File: src/rtl/ibr_pkg.sv
package ibr_pkg;
  localparam int DADDR_W = 3;

  typedef enum logic [DADDR_W-1:0] {
    SEL_LO   = 3'd0,
    SEL_HI   = 3'd1,
    SEL_PORT = 3'd2,
    SEL_CTRL = 3'd3
  } dsel_e;
endpackage

File: src/rtl/ibr_strobe_sync.sv
module ibr_strobe_sync #(
  parameter int STAGES = 2
) (
  input  logic clk,
  input  logic rst,
  input  logic async_in,
  output logic sync_q,
  output logic sync_d
);
  localparam int CHAIN_W = (STAGES < 1) ? 1 : STAGES;

  logic [CHAIN_W-1:0] chain;

  generate
    if (CHAIN_W == 1) begin : g_single
      always_ff @(posedge clk) begin
        if (rst) chain <= '0;
        else     chain <= async_in;
      end
    end else begin : g_multi
      always_ff @(posedge clk) begin
        if (rst) chain <= '0;
        else     chain <= {chain[CHAIN_W-2:0], async_in};
      end
    end
  endgenerate

  always_ff @(posedge clk) begin
    if (rst) sync_d <= 1'b0;
    else     sync_d <= chain[CHAIN_W-1];
  end

  assign sync_q = chain[CHAIN_W-1];
endmodule

File: src/rtl/ibr_write_capture.sv
module ibr_write_capture
  import ibr_pkg::*;
#(
  parameter int DATA_W  = 16,
  parameter int IADDR_W = 16
) (
  input  logic               clk,
  input  logic               rst,
  input  logic               wr_q,
  input  logic               wr_d,
  input  logic               host_cs,
  input  logic [DADDR_W-1:0] host_addr,
  input  logic [DATA_W-1:0]  host_wdata,
  output logic [DATA_W-1:0]  hold_lo,
  output logic [DATA_W-1:0]  hold_hi,
  output logic [IADDR_W-1:0] ind_addr,
  output logic               commit
);
  logic  wr_evt;
  dsel_e sel;

  assign wr_evt = wr_q & ~wr_d & host_cs;
  assign sel    = dsel_e'(host_addr);

  always_ff @(posedge clk) begin
    if (rst) begin
      hold_lo  <= '0;
      hold_hi  <= '0;
      ind_addr <= '0;
      commit   <= 1'b0;
    end else begin
      commit <= 1'b0;
      if (wr_evt) begin
        case (sel)
          SEL_LO:   hold_lo <= host_wdata;
          SEL_HI:   hold_hi <= host_wdata;
          SEL_PORT: commit  <= 1'b1;
          SEL_CTRL: begin
            ind_addr <= IADDR_W'(host_wdata);
            commit   <= 1'b1;
          end
          default: ;
        endcase
      end
    end
  end
endmodule

File: src/rtl/ibr_read_port.sv
module ibr_read_port
  import ibr_pkg::*;
#(
  parameter int DATA_W = 16
) (
  input  logic                clk,
  input  logic                rst,
  input  logic                rd_q,
  input  logic                rd_d,
  input  logic                host_cs,
  input  logic                host_rd,
  input  logic [DADDR_W-1:0]  host_addr,
  input  logic [2*DATA_W-1:0] core_rdata,
  input  logic [DATA_W-1:0]   core_status,
  input  logic [DATA_W-1:0]   fifo_data,
  output logic [DATA_W-1:0]   host_rdata,
  output logic                fifo_pop
);
  logic [DATA_W-1:0] status_q;
  logic              port_armed;
  logic              rd_rise;
  logic              rd_fall;
  dsel_e             sel;

  assign sel     = dsel_e'(host_addr);
  assign rd_rise = rd_q & ~rd_d;
  assign rd_fall = ~rd_q & rd_d;

  always_ff @(posedge clk) begin
    if (rst) status_q <= '0;
    else     status_q <= core_status;
  end

  always_ff @(posedge clk) begin
    if (rst) begin
      port_armed <= 1'b0;
      fifo_pop   <= 1'b0;
    end else begin
      fifo_pop <= 1'b0;
      if (rd_rise) begin
        port_armed <= host_cs && (sel == SEL_PORT);
      end else if (rd_fall) begin
        fifo_pop   <= port_armed;
        port_armed <= 1'b0;
      end
    end
  end

  always_comb begin
    host_rdata = '0;
    if (host_rd && host_cs) begin
      case (sel)
        SEL_LO:   host_rdata = core_rdata[DATA_W-1:0];
        SEL_HI:   host_rdata = core_rdata[2*DATA_W-1:DATA_W];
        SEL_PORT: host_rdata = fifo_data;
        SEL_CTRL: host_rdata = status_q;
        default:  host_rdata = '0;
      endcase
    end
  end
endmodule

File: src/rtl/ind_reg_bridge.sv
module ind_reg_bridge
  import ibr_pkg::*;
#(
  parameter int DATA_W      = 16,
  parameter int IADDR_W     = 16,
  parameter int SYNC_STAGES = 2
) (
  input  logic                clk,
  input  logic                rst,
  input  logic                host_cs,
  input  logic                host_rd,
  input  logic                host_wr,
  input  logic [DADDR_W-1:0]  host_addr,
  input  logic [DATA_W-1:0]   host_wdata,
  output logic [DATA_W-1:0]   host_rdata,
  output logic [IADDR_W-1:0]  core_addr,
  output logic [2*DATA_W-1:0] core_wdata,
  output logic                core_wr_pulse,
  input  logic [2*DATA_W-1:0] core_rdata,
  input  logic [DATA_W-1:0]   core_status,
  input  logic [DATA_W-1:0]   fifo_data,
  output logic                fifo_pop
);
  logic              wr_q, wr_d;
  logic              rd_q, rd_d;
  logic [DATA_W-1:0] hold_lo, hold_hi;

  ibr_strobe_sync #(.STAGES(SYNC_STAGES)) u_wr_sync (
    .clk      (clk),
    .rst      (rst),
    .async_in (host_wr),
    .sync_q   (wr_q),
    .sync_d   (wr_d)
  );

  ibr_strobe_sync #(.STAGES(SYNC_STAGES)) u_rd_sync (
    .clk      (clk),
    .rst      (rst),
    .async_in (host_rd),
    .sync_q   (rd_q),
    .sync_d   (rd_d)
  );

  ibr_write_capture #(.DATA_W(DATA_W), .IADDR_W(IADDR_W)) u_wcap (
    .clk        (clk),
    .rst        (rst),
    .wr_q       (wr_q),
    .wr_d       (wr_d),
    .host_cs    (host_cs),
    .host_addr  (host_addr),
    .host_wdata (host_wdata),
    .hold_lo    (hold_lo),
    .hold_hi    (hold_hi),
    .ind_addr   (core_addr),
    .commit     (core_wr_pulse)
  );

  ibr_read_port #(.DATA_W(DATA_W)) u_rport (
    .clk         (clk),
    .rst         (rst),
    .rd_q        (rd_q),
    .rd_d        (rd_d),
    .host_cs     (host_cs),
    .host_rd     (host_rd),
    .host_addr   (host_addr),
    .core_rdata  (core_rdata),
    .core_status (core_status),
    .fifo_data   (fifo_data),
    .host_rdata  (host_rdata),
    .fifo_pop    (fifo_pop)
  );

  assign core_wdata = {hold_hi, hold_lo};
endmodule

File: config.mk
export PLATFORM = sky130hd
export DESIGN_NAME = ind_reg_bridge
export DESIGN_NICKNAME = d
export VERILOG_FILES = /design/src/rtl/ibr_pkg.sv /design/src/rtl/ibr_strobe_sync.sv /design/src/rtl/ibr_write_capture.sv /design/src/rtl/ibr_read_port.sv /design/src/rtl/ind_reg_bridge.sv
export SDC_FILE = /design/constraint.sdc
export NUM_CORES = 1
export LEC_CHECK = 0
export ABC_CLOCK_PERIOD_IN_PS = 2770
export BUFFER_PORTS_ARGS = -buffer_cell sky130_fd_sc_hd__buf_2
export CAP_MARGIN = 40
export CELL_PAD_IN_SITES_DETAIL_PLACEMENT = 1
export CELL_PAD_IN_SITES_GLOBAL_PLACEMENT = 2
export CORE_MARGIN = 1
export CORE_UTILIZATION = 28
export DETAILED_ROUTE_END_ITERATION = 10
export PLACE_DENSITY = 0.8
export SLEW_MARGIN = 25
export SYNTH_ARGS = -nofsm -noshare
export SYNTH_HDL_FRONTEND = slang
export SYNTH_SLANG_ARGS = --single-unit
File: constraint.sdc
create_clock -name clk -period 2.77 [get_ports clk]
set_clock_uncertainty 0.2 [all_clocks]
set_input_delay 0.4155 -clock clk [delete_from_list [all_inputs] [get_ports clk]]
set_output_delay 0.4155 -clock clk [all_outputs]
set_load 0.05 [all_outputs]
==> flow_summary.toml <==
[synth]
netlist-cell-type-count = 26
yosysTopAreaCellShare_pct = 44.68
yosys_warnings = 0
synthTopCellsByArea = "dfxtp_1 (45%), mux2i_1 (19%), nand2b_1 (9.6%)"
syn-num-nets = 421
ys_seq_elements = 73
yosysSeqAreaShare_pct = 44.68
yosys.area.top_type = "dfxtp_1"
synthCells = 331
syn_avg_cell_area_um2 = 9.881
netlist_area_mm2 = 0.003271

[timing]
final-hold-violation-count = 0
fin_crit_ps = 2362
maxSlewHeadroom_pct = 55.08
fin_crit_sh_pct = 85.29
setup_tns_ps = 0
fmax_ghz = 0.4233
worst_pin_slew_ps = 671.7
setup_viol = 0
drv_slew = 0
rsz0062_at_grt = "false"

[routing]
first_pass_iters = 4
drc = 0
ant_nets = 0
wl_mm = 9.647
vias = 2858
viasPerCell = 4.558
drt_iter0_markers = 72
wl_per_cell_um = 15.39

[final_layout]
layout_commonest_cell = "buf_2"
area_growth_pct = 36.50
fill_cells = 1369
drive_gt1_share_pct = 36.57
mostFrequentLayoutCells = "buf_2 (153), dfxtp_1 (73), mux2i_1 (62)"
nets = 569
fin_area_mm2 = 0.004464
antenna_cells = 0

[clock_tree]
clock-root-buffer = "clkbuf_16"
htreeDepth = 3
hold_buffers = 0
cts_buffer_depth = 2
cts_tree = "done"
cts_sinks = 73
path_clk_slew_ps = 60
cts_resized = 0
postCtsSetupBuffers = 0
cts_made_buffers = 9
clk_latency_ps = 330

[placed_design]
dpl_cell_area_mm2 = 0.004175
dp.final_hpwl_mm = 7.081
portBuffers = 153
gp_congestion = 0.7746

[global_route]
antenna_found_initial = 0
grt_pass1_vias = 2907
grt_usage_pct = 16.51
grt_pass1_wl_mm = 14.67
overflow = 0
grt_max_degree = 59

[job]
cap_violations = 0

[floorplanning]
ios = 154
die_area_mm2 = 0.01212
row_count = 39
initial_utilization_pct = 28.64
core-area_mm2 = 0.01142
die_w_um = 110.1
die_h_um = 110.1

[worst_setup_path]
critPathSlowestCell = "mux4_2"
worst_setup_path_start_kind = "input pin"
crit_top_cell = "buf_2"
cp_data_required_time_ps = 2150
arrival_ps = 1750
endpoint_kind = "output port"
path_class = "in2out"
crit_fanout = 16
crit_chain = "buf_2, mux4_2, nor2b_1, buf_2"
critPathMaxStageDelay_ps = 550

[power]
power_leakage_nw = 2.207
power_density_mw_per_mm2 = 553.6
peakVddDrop_mv = 0.4066
combinationalPowerShare_pct = 10.2
p_clk_share_pct = 46.3
netSwitchingPower_mw = 0.5868
swShare_pct = 23.74
seqPwrFrac_pct = 43.5
internal_power_mw = 1.885

[hold_path]
min_path_type = "in2reg"

[outcome]
status = "finished, final reports clean"
-- registers in the layout, indices dropped and copies added (netlist names) --
name                count
u_rport.fifo_pop        1
u_wcap.hold_hi         16
u_rd_sync.chain         2
u_wr_sync.chain         2
u_wr_sync.sync_d        1
u_rd_sync.sync_d        1
u_wcap.commit           1
u_rport.status_q       16
u_wcap.ind_addr        16
u_rport.port_armed      1
u_wcap.hold_lo         16
-- cell type report --
| cell class | instances | area, um^2 | share of cell area [%] |
|---|---|---|---|
| Clock buffer | 11 | 232.7 | 5.213 |
| Sequential cell | 73 | 1461 | 32.74 |
| Inverter | 2 | 7.507 | 0.1682 |
| Timing Repair Buffer | 161 | 838.3 | 18.78 |
| Multi-Input combinational cell | 232 | 1689 | 37.84 |
| Clock inverter | 5 | 56.30 | 1.261 |
| Tap cell | 143 | 178.9 | 4.008 |
-- cells in the mapped netlist, drive strengths merged --
cell type   n
or2         2
a21oi       1
o22a       15
buf         8
inv         2
nand3       1
nand3b      1
nor2       17
mux2i      62
ha          2
clkbuf     16
o21ai      32
and4b       1
nor3        1
nand4       1
nand2b     50
and3        1
nor4bb      1
nor2b      39
nand4bb     1
dfxtp      73
or3         1
nand2       2
mux4        1
-- kinds of logic (layout without fill, tap and decap cells) --
group | Yosys count | after routing | synth area share (%)
simple gates | 119 | 119 | 22.15
flops | 73 | 73 | 44.68
mux | 63 | 63 | 19.66
compound gates | 48 | 48 | 9.067
buf+inv | 26 | 179 | 3.673
fa+ha+maj | 2 | 2 | 0.7650
-- layer usage --
metal	global-route usage, %	wire, um	part of all wire [%]
met3	5.291	719	7.5
met5	0	0	0
met2	28.53	4717	49
met1	18.69	4097	42
met4	6.857	112	1.2
-- power by group through the flow --
stage	combinational (mW)	sequential, mW	clock (mW)
3_3_place_gp	0.253	1.10	0
3_5_place_dp	0.257	1.10	0
6_report	0.253	1.08	1.14
4_1_cts	0.258	1.08	1.18
2_1_floorplan	0.139	1.11	0
5_1_grt	0.276	1.08	1.22
-- worst max-delay path, delay by kind of cell --
kind / cells / cell delay, ps
buf+inv: 2 / 630
mux: 1 / 550
simple gates: 1 / 140
-- stage by stage --
step	utilization [%]	hold WS (ps)	power, mW	setup slack [ps]	std cells
after detailed placement	36.57	227.1	1.356	372.3	611
after CTS	39.10	79.45	2.516	369.3	627
after floorplan	-	213.8	1.245	354.4	331
final	39.10	93.15	2.471	407.5	627
after global placement	36.57	225.7	1.351	368.2	611
after global routing	39.10	90.59	2.574	297.3	627
-- final timing paths --
kind	startpoint	endpoint	slack, ps	depth (start not counted)
max	host_addr[0]	host_rdata[14]	410	4
min	core_status[14]	u_rport.status_q[14]$_SDFF_PP0_	90	2
max reg2reg	u_wr_sync.chain[1]$_SDFF_PP0_	u_wcap.ind_addr[14]$_SDFFE_PP0P_	720	3
min reg2reg	u_wr_sync.chain[0]$_SDFF_PP0_	u_wr_sync.chain[1]$_SDFF_PP0_	240	1
No activity file was read; power rests on OpenSTA's default activity.
